===== src/rtl/vdsp_dec_pkg.sv =====
package vdsp_dec_pkg;
  localparam int OPC_W = 5;

  localparam logic [OPC_W-1:0] OPC_LDX = 5'd2;
  localparam logic [OPC_W-1:0] OPC_LDY = 5'd3;
  localparam logic [OPC_W-1:0] OPC_LDZ = 5'd4;

  typedef enum logic [1:0] {
    CK_RSVD = 2'd0,
    CK_LOAD = 2'd1,
    CK_EXEC = 2'd2
  } cmd_kind_t;

  typedef enum logic [1:0] {
    ST_IDLE  = 2'd0,
    ST_FETCH = 2'd1,
    ST_EXEC  = 2'd2,
    ST_HALT  = 2'd3
  } dec_state_t;
endpackage


===== src/rtl/vdsp_op_classify.sv =====
module vdsp_op_classify
  import vdsp_dec_pkg::*;
#(
  parameter int                  SEL_W    = 2,
  parameter logic [2**OPC_W-1:0] EXEC_OPS = 32'h0000_FFE0
) (
  input  logic [OPC_W-1:0] opc,
  output cmd_kind_t        kind,
  output logic [SEL_W-1:0] sel
);
  always_comb begin
    kind = CK_RSVD;
    sel  = '0;
    if (opc == OPC_LDX) begin
      kind = CK_LOAD;
      sel  = SEL_W'(0);
    end else if (opc == OPC_LDY) begin
      kind = CK_LOAD;
      sel  = SEL_W'(1);
    end else if (opc == OPC_LDZ) begin
      kind = CK_LOAD;
      sel  = SEL_W'(2);
    end else if (EXEC_OPS[opc]) begin
      kind = CK_EXEC;
    end
  end
endmodule


===== src/rtl/vdsp_ptr_fetch.sv =====
module vdsp_ptr_fetch #(
  parameter int ADDR_W = 11,
  parameter int MEM_W  = 16,
  parameter int PTR_W  = 32,
  localparam int HALVES  = PTR_W / MEM_W,
  localparam int IDX_W   = (HALVES > 1) ? $clog2(HALVES) : 1,
  localparam int MADDR_W = ADDR_W + IDX_W
) (
  input  logic               clk,
  input  logic               rst,
  input  logic               start,
  input  logic [ADDR_W-1:0]  dw_addr,
  output logic               mem_req,
  output logic [MADDR_W-1:0] mem_addr,
  input  logic               mem_rvalid,
  input  logic [MEM_W-1:0]   mem_rdata,
  output logic               done,
  output logic [PTR_W-1:0]   data
);
  logic              busy;
  logic [IDX_W-1:0]  idx;
  logic [ADDR_W-1:0] base;

  always_ff @(posedge clk) begin
    if (rst) begin
      busy     <= 1'b0;
      idx      <= '0;
      base     <= '0;
      mem_req  <= 1'b0;
      mem_addr <= '0;
      done     <= 1'b0;
      data     <= '0;
    end else begin
      mem_req <= 1'b0;
      done    <= 1'b0;
      if (start && !busy) begin
        busy     <= 1'b1;
        base     <= dw_addr;
        idx      <= '0;
        mem_req  <= 1'b1;
        mem_addr <= {dw_addr, IDX_W'(0)};
      end else if (busy && mem_rvalid) begin
        // low half arrives first and ends up in the low bits after the shifts
        data <= {mem_rdata, data[PTR_W-1:MEM_W]};
        if (idx == IDX_W'(HALVES - 1)) begin
          busy <= 1'b0;
          done <= 1'b1;
        end else begin
          idx      <= idx + IDX_W'(1);
          mem_req  <= 1'b1;
          mem_addr <= {base, idx + IDX_W'(1)};
        end
      end
    end
  end
endmodule


===== src/rtl/vdsp_ptr_bank.sv =====
module vdsp_ptr_bank #(
  parameter int NUM_PTR = 3,
  parameter int PTR_W   = 32,
  localparam int SEL_W  = (NUM_PTR > 1) ? $clog2(NUM_PTR) : 1
) (
  input  logic                           clk,
  input  logic                           rst,
  input  logic                           wr_en,
  input  logic [SEL_W-1:0]               wr_sel,
  input  logic [PTR_W-1:0]               wr_data,
  output logic [NUM_PTR-1:0][PTR_W-1:0]  ptrs
);
  for (genvar g = 0; g < NUM_PTR; g++) begin : g_ptr
    always_ff @(posedge clk) begin
      if (rst)
        ptrs[g] <= '0;
      else if (wr_en && wr_sel == SEL_W'(g))
        ptrs[g] <= wr_data;
    end
  end
endmodule


===== src/rtl/vdsp_cmd_decoder.sv =====
module vdsp_cmd_decoder
  import vdsp_dec_pkg::*;
#(
  parameter int                  CMD_W    = 16,
  parameter int                  MEM_W    = 16,
  parameter int                  PTR_W    = 32,
  parameter logic [2**OPC_W-1:0] EXEC_OPS = 32'h0000_FFE0,
  localparam int ADDR_W  = CMD_W - OPC_W,
  localparam int HALVES  = PTR_W / MEM_W,
  localparam int IDX_W   = (HALVES > 1) ? $clog2(HALVES) : 1,
  localparam int MADDR_W = ADDR_W + IDX_W
) (
  input  logic               clk,
  input  logic               rst,
  input  logic               cmd_valid,
  input  logic [CMD_W-1:0]   cmd_data,
  output logic               cmd_ready,
  output logic               mem_req,
  output logic [MADDR_W-1:0] mem_addr,
  input  logic               mem_rvalid,
  input  logic [MEM_W-1:0]   mem_rdata,
  output logic [PTR_W-1:0]   ptr_x,
  output logic [PTR_W-1:0]   ptr_y,
  output logic [PTR_W-1:0]   ptr_z,
  output logic               exec_start,
  output logic [CMD_W-1:0]   exec_op,
  input  logic               exec_done,
  output logic               nmi_pulse,
  output logic               stat_undef,
  input  logic               stat_clr,
  input  logic               restart
);
  localparam int NUM_PTR = 3;
  localparam int SEL_W   = $clog2(NUM_PTR);

  dec_state_t  state;
  cmd_kind_t   kind;
  logic [SEL_W-1:0] sel, tgt;
  logic             take, fetch_done;
  logic [PTR_W-1:0] fetch_data;
  logic [NUM_PTR-1:0][PTR_W-1:0] ptrs;

  assign cmd_ready = (state == ST_IDLE);
  assign take      = cmd_valid && cmd_ready;

  vdsp_op_classify #(.SEL_W(SEL_W), .EXEC_OPS(EXEC_OPS)) classify_i (
    .opc  (cmd_data[CMD_W-1 -: OPC_W]),
    .kind (kind),
    .sel  (sel)
  );

  vdsp_ptr_fetch #(.ADDR_W(ADDR_W), .MEM_W(MEM_W), .PTR_W(PTR_W)) fetch_i (
    .clk        (clk),
    .rst        (rst),
    .start      (take && kind == CK_LOAD),
    .dw_addr    (cmd_data[ADDR_W-1:0]),
    .mem_req    (mem_req),
    .mem_addr   (mem_addr),
    .mem_rvalid (mem_rvalid),
    .mem_rdata  (mem_rdata),
    .done       (fetch_done),
    .data       (fetch_data)
  );

  vdsp_ptr_bank #(.NUM_PTR(NUM_PTR), .PTR_W(PTR_W)) bank_i (
    .clk     (clk),
    .rst     (rst),
    .wr_en   (fetch_done),
    .wr_sel  (tgt),
    .wr_data (fetch_data),
    .ptrs    (ptrs)
  );

  assign ptr_x = ptrs[0];
  assign ptr_y = ptrs[1];
  assign ptr_z = ptrs[2];

  always_ff @(posedge clk) begin
    if (rst) begin
      state      <= ST_IDLE;
      tgt        <= '0;
      exec_start <= 1'b0;
      exec_op    <= '0;
      nmi_pulse  <= 1'b0;
      stat_undef <= 1'b0;
    end else begin
      exec_start <= 1'b0;
      nmi_pulse  <= 1'b0;
      if (stat_clr)
        stat_undef <= 1'b0;
      unique case (state)
        ST_IDLE: begin
          if (cmd_valid) begin
            unique case (kind)
              CK_LOAD: begin
                tgt   <= sel;
                state <= ST_FETCH;
              end
              CK_EXEC: begin
                exec_start <= 1'b1;
                exec_op    <= cmd_data;
                state      <= ST_EXEC;
              end
              default: begin
                nmi_pulse  <= 1'b1;
                stat_undef <= 1'b1;
                state      <= ST_HALT;
              end
            endcase
          end
        end
        ST_FETCH: if (fetch_done) state <= ST_IDLE;
        ST_EXEC:  if (exec_done)  state <= ST_IDLE;
        default:  if (restart)    state <= ST_IDLE;
      endcase
    end
  end
endmodule


===== config.mk =====
export PLATFORM = sky130hd
export DESIGN_NAME = vdsp_cmd_decoder
export DESIGN_NICKNAME = d
export VERILOG_FILES = /design/src/rtl/vdsp_dec_pkg.sv /design/src/rtl/vdsp_op_classify.sv /design/src/rtl/vdsp_ptr_fetch.sv /design/src/rtl/vdsp_ptr_bank.sv /design/src/rtl/vdsp_cmd_decoder.sv
export SDC_FILE = /design/constraint.sdc
export NUM_CORES = 1
export LEC_CHECK = 0
export BUFFER_PORTS_ARGS = -buffer_cell sky130_fd_sc_hd__buf_2
export CORE_MARGIN = 3
export CORE_UTILIZATION = 30
export DETAILED_ROUTE_END_ITERATION = 10
export GPL_TIMING_DRIVEN = 0
export PLACE_DENSITY = 0.5
export SYNTH_ARGS = -nofsm -noshare
export SYNTH_HDL_FRONTEND = slang
export SYNTH_SLANG_ARGS = --single-unit
export TNS_END_PERCENT = 20

===== constraint.sdc =====
create_clock -name clk -period 5.1 [get_ports clk]
set_clock_uncertainty 0.05 [all_clocks]
set_input_delay 0.255 -clock clk [delete_from_list [all_inputs] [get_ports clk]]
set_output_delay 0.255 -clock clk [all_outputs]
set_load 0.02 [all_outputs]

Word-level counts from Yosys, hierarchy flattened. Memory sizes are Yosys's and may differ from the RTL's. Index checks and enable logic that the tools add are counted.

Flip-flop bits (word level): 178. ROM bits: 32. Bits of input ports: 39. Output and inout port bits: 129. Word-level logic and storage cells: 93. Memories kept: 1.

Memory list: (no name shown) (words 32, width 1, rd ports 1, clocked after Yosys merged registers in 0, write ports 0, line vdsp_op_classify.sv:23) `end else if (EXEC_OPS[opc]) begin`.

$add $sub $neg: 1. Magnitude comparators: 1. Equality and inequality tests: 13. Muxes and demuxes: 31. Bitwise operators: 5. Reductions and logical operators: 24.

Operators with widths (count): two-way mux 12 bit (3); two-way mux 2 bit (11); two-way mux 1 bit (15); equality test 5 x 2 -> 1 bit, second input constant (2); AND reduction 2 bit (4); logical AND 1 bit (7); equality test 2 x 1 -> 1 bit, second input constant (3); equality test 2 bit, second input constant (3); less-than comparator 5 x 6 -> 1 bit, second input constant (1); inequality test 2 bit, second input constant (3); one-hot mux 2 bit (3 select lines) (1); AND reduction 3 bit (2); OR reduction 3 bit (2); equality test 5 x 3 -> 1 bit, second input constant (1); NOT 1 bit (5); logical NOT 2 bit (2); one-hot mux 2 bit (2 select lines) (1); AND reduction 4 bit (1); nonzero test 2 bit (2); nonzero test 4 bit (1); OR reduction 2 bit (2); inequality test 2 x 1 -> 1 bit, second input constant (1); adder 1 bit, second input constant (1); logical NOT 1 bit (1).

Logic depth before layout (Yosys ltp).
Depth after elaboration: 11. Mapped depth: 9.

Hierarchy. A second synthesis with hierarchy kept.

Cell total of the unflattened synthesis: 702. Area total of the unflattened synthesis: 7039.3 um^2.

By module, submodules not included: vdsp_ptr_bank (times used 1, cells an instance 351, area an instance 3898.7 um^2, sequential area each 1921.8 um^2); vdsp_ptr_fetch (times used 1, cells an instance 232, area an instance 2094.5 um^2, sequential area each 1181.1 um^2); vdsp_cmd_decoder (times used 1, cells an instance 111, area an instance 991.0 um^2, sequential area each 460.4 um^2); vdsp_op_classify (times used 1, cells an instance 8, area an instance 55.1 um^2, sequential area each 0.0 um^2).

Least setup slack after synthesis. OpenSTA, ideal clock, no wires.

Path type: in2reg. Start: input port cmd_data[15]. End: register fetch_i.mem_addr[4]. Library setup time: 134 ps. Data arrival time: 1709 ps. Setup slack: 3207 ps. Cell stages on the path: 8. Path buffers: 2. Path through: nor4b_1 > a31o_2 > ha_1 > and4b_1 > buf_6 > buf_12 > mux2i_1 > a211oi_1.

Cells in the longest elaborated chain, start to end: 11. Elaborated cells between the ends (all ways): 16.

RTL lines: start: declaration (line vdsp_cmd_decoder.sv:16) `input logic [CMD_W-1:0] cmd_data,`; memory read (32 x 1 bit); two-way mux 1 bit (not written as such) (line vdsp_op_classify.sv:23); two-way mux 2 bit (line vdsp_op_classify.sv:23); two-way mux 2 bit (line vdsp_op_classify.sv:20) `end else if (opc == OPC_LDZ) begin`; two-way mux 2 bit (line vdsp_op_classify.sv:17) `end else if (opc == OPC_LDY) begin`; two-way mux 2 bit (*) (line vdsp_op_classify.sv:14) `if (opc == OPC_LDX) begin`; equality test 2 x 1 -> 1 bit (*) (line vdsp_cmd_decoder.sv:55) `.start (take && kind == CK_LOAD),`; logical AND 1 bit (*) (line vdsp_cmd_decoder.sv:55); logical AND 1 bit (*) (line vdsp_ptr_fetch.sv:36) `if (start && !busy) begin`; inequality test 2 bit (no line) or nonzero test 2 bit (tied branches); AND reduction 2 bit (no line); end signal: assignment (line vdsp_ptr_fetch.sv:41) `mem_addr <= {dw_addr, IDX_W'(0)};`; end signal: assignment (line vdsp_ptr_fetch.sv:51) `mem_addr <= {base, idx + IDX_W'(1)};`; end: declaration (line vdsp_ptr_fetch.sv:14) `output logic [MADDR_W-1:0] mem_addr,`.

Mark *: on every way between the ends. The rest lies on a longest branch, timed or not. The select of a mux whose other input is x is not followed. A chain may end at the register's enable or synchronous reset.

Worst setup path after layout.
Start: input port cmd_data[15]. End: register exec_op[3].

Cells in the longest elaborated chain, start to end: 8. Elaborated cells between the ends (all ways): 11.

RTL lines: memory read (32 x 1 bit); two-way mux 1 bit (not written as such) (line vdsp_op_classify.sv:23); two-way mux 2 bit (line vdsp_op_classify.sv:23); two-way mux 2 bit (line vdsp_op_classify.sv:20); two-way mux 2 bit (line vdsp_op_classify.sv:17); two-way mux 2 bit (*) (line vdsp_op_classify.sv:14); equality test 2 bit (*) (line vdsp_cmd_decoder.sv:94) `unique case (kind)`; AND reduction 3 bit (no line) (*); end signal: assignment (line vdsp_cmd_decoder.sv:101) `exec_op <= cmd_data;`; end: declaration (line vdsp_cmd_decoder.sv:26) `output logic [CMD_W-1:0] exec_op,`.

Marks and branches as above.

==> impl_results.md <==
* Status: finished, final reports clean
* Via count at 5729
* Crit Path Category: input port to register
* Seq/Total Area, Yosys at 56.1%
* Final Hold Viols at 0
* Io pins at 168
* Share of synthesized registers carrying an async set or reset at 0%
* # hold bufs at CTS at 0
* TritonCTS buffer count at 17
* Post_cts resized at 0
* Placer Congestion at 0.780
* Reg power frac at 48.0%
* Most common cell after layout, fill and taps aside: nand2_1
* Setup crit start kind: input port
* CP required at 5400 ps
* Number of global-route vias before repair at 5392
* Relative slew slack at 53.8%
* Fin. max-slew vios at 0
* DRC at 0
* Post-route cell area at 8110 µm²
* Grt total ovfl at 0
* Worst Slack Setup Final at 3210 ps
* Share of layout cells above drive strength 1 at 22.6%
* Clock power share at 43.5%
* Combinational cell fraction of total power at 8.5%
* Syn Nets at 820
* CTS H-Tree Depth at 4
* Unique masters post-synth at 34
* CTS root buffer: clkbuf_16
* Slowest-stage cell, CP: clkbuf_1
* Synth Flop Type: dfxtp_1
* Slowest stage delay, CP at 440 ps
* FP Rows at 52
* Post-CTS setup buffer count at 0
* HP Class: input port to register
* Layout area overhead at 27.6%
* Post-DP HPWL at 14.4 mm
* Post-synth EDFFs at 0
* Peak supply drop at 0.224 mV
* Die width at 152 µm
* Core ar. at 20500 µm²
* Syn avg cell area at 8.20 µm²
* Post-synthesis cell count at 775
* CTS sink cnt at 178
* Antenna violations before repair at 1
* Synth Cell Area at 6360 µm²
* Drt pass-1 iters at 5
* Crit path DAT at 2190 ps
* Switching share of total power at 25.0%
* Max-cap violations at 0
* Power Total at 2.99 mW
* All-Layer GR Usage at 17.4%
* Wire length per cell at 16.2 µm
* Critical path endpoint category: register
* Clk pin slew, worst setup/hold paths at 70 ps
* Placed Instance Area at 7530 µm²
* Pint at 2.24 mW
* Most frequent cells in the layout: nand2_1, buf_2, dfxtp_1
* Period utilisation layout at 37.0%
* Critical Path, Cell by Cell: buf_2 -> nor4b_1 -> a31o_2 -> inv_1 -> ha_1 -> nand3_1 -> clkbuf_1 -> nand2_1 -> a21oi_1
* Final min period at 1890 ps
* Drt initial violations at 311
* Routed Antenna Nets at 0
* Port Buf Inserts at 166
* Largest net degree at the start of global routing at 17
* Die area at 23000 µm²
* Initial Util at 31.0%
* Synthesis-stage register bit count at 178
* CTS tree: yes
* Unrepaired setup endpoints after global routing: no
* Worst-path maximum fanout at 10
* YS warnings at 0
* Pwr Density at 369 nW/µm²
* Diode count at 0
* Sum Neg Setup Slack at 0 ps
* Setup-failing EPs final at 0
* Global-route wire length before repair at 30.5 mm
* Placement Setup Slack at 2780 ps
* Worst-Margin Slew at 692 ps
* Final wirelength at 20.1 mm
* Max Fclk at 529 MHz
* Clock Path Buffers at 2
* DR vias/cell at 4.61
* DIE HEIGHT at 152 µm
* Net Switching at 0.750 mW
* Nets at 1005
* Leak pwr at 3.22 nW
* Skew-Pair Late Insertion Delay at 420 ps
## flip-flops by register name, indices dropped and copies added, names as in the netlist, 2 cells and up
signal / flops
state: 2
bank_i.ptrs: 96
exec_op: 16
fetch_i.data: 32
tgt: 2
fetch_i.mem_addr: 12
fetch_i.base: 11
## per-layer routing
metal,up-vias,global-route usage (%),part of all wire [%]
met5,-,0,0.035
met4,2,3.91,0.68
li1,2903,-,-
met2,141,26.8,45
met1,2668,24.5,48
met3,15,4.52,6.4
## Yosys cell counts, types with 3 or more instances
master / number / area, µm²
buf_2: 12 / 60.1
mux2i_1: 13 / 130
or3b_2: 3 / 26.3
nand3_1: 3 / 15.0
clkbuf_1: 39 / 146
nor3_1: 14 / 70.1
dfxtp_1: 178 / 3560
nor2b_1: 4 / 25.0
nor2_1: 18 / 67.6
a211oi_1: 11 / 82.6
inv_1: 3 / 11.3
ha_1: 6 / 75.1
nor3b_1: 4 / 30.0
a21oi_1: 147 / 736
nand2_1: 293 / 1100
and3b_1: 3 / 26.3
## power groups by stage
stage,logic [mW],registers (mW),clock network (mW)
floorplan,0.148,1.49,0
global placement,0.256,1.47,0
detailed placement,0.255,1.47,0
CTS,0.256,1.44,1.33
global route,0.280,1.44,1.40
finish,0.253,1.44,1.30
## stage by stage
stage	utilization [%]	instances	hold slack, ps
final	39.6	1243	18.8
after floorplan	-	775	341
after global routing	39.6	1243	10.3
after global placement	36.7	1211	390
after CTS	39.6	1243	4.25
after detailed placement	36.7	1211	394
## worst max-delay path: cells and delay by family
| kind | cells | cell delay (ps) |
|---|---|---|
| compound gates | 2 | 350 |
| fa+ha+maj | 1 | 220 |
| buf+inv | 3 | 620 |
| simple gates | 3 | 740 |
## final timing paths
kind	startpoint	to	slack, ps	cells past startpoint
worst min register to register	bank_i.ptrs[6]	bank_i.ptrs[6]	400	2
worst max-delay path	cmd_data[15]	exec_op[3]	3210	9
worst max register to register	state[0]	exec_op[3]	3210	7
worst min-delay path	mem_rdata[14]	fetch_i.data[30]	20	3
## area by class of cell
cell class                      count  area, µm²
Inverter                            3       11.3
Clock buffer                       19        433
Tap cell                          270        338
Buffer                             57        260
Timing Repair Buffer              166        831
Sequential cell                   178       3560
Multi-Input combinational cell    537       2520
Clock inverter                     13        151
Fill cell                        2240      12400
## logic make-up after synthesis
| group | share of synthesized area (%) |
|---|---|
| AND/OR/NAND/NOR | 23.2 |
| flip-flops | 56.1 |
| AO/OA/AOI/OAI | 13.2 |
| buffers and inverters | 4.27 |
| multiplexers | 2.05 |
| adder cells (fa/ha/maj) | 1.18 |
No activity file was read; power rests on OpenSTA's default activity.
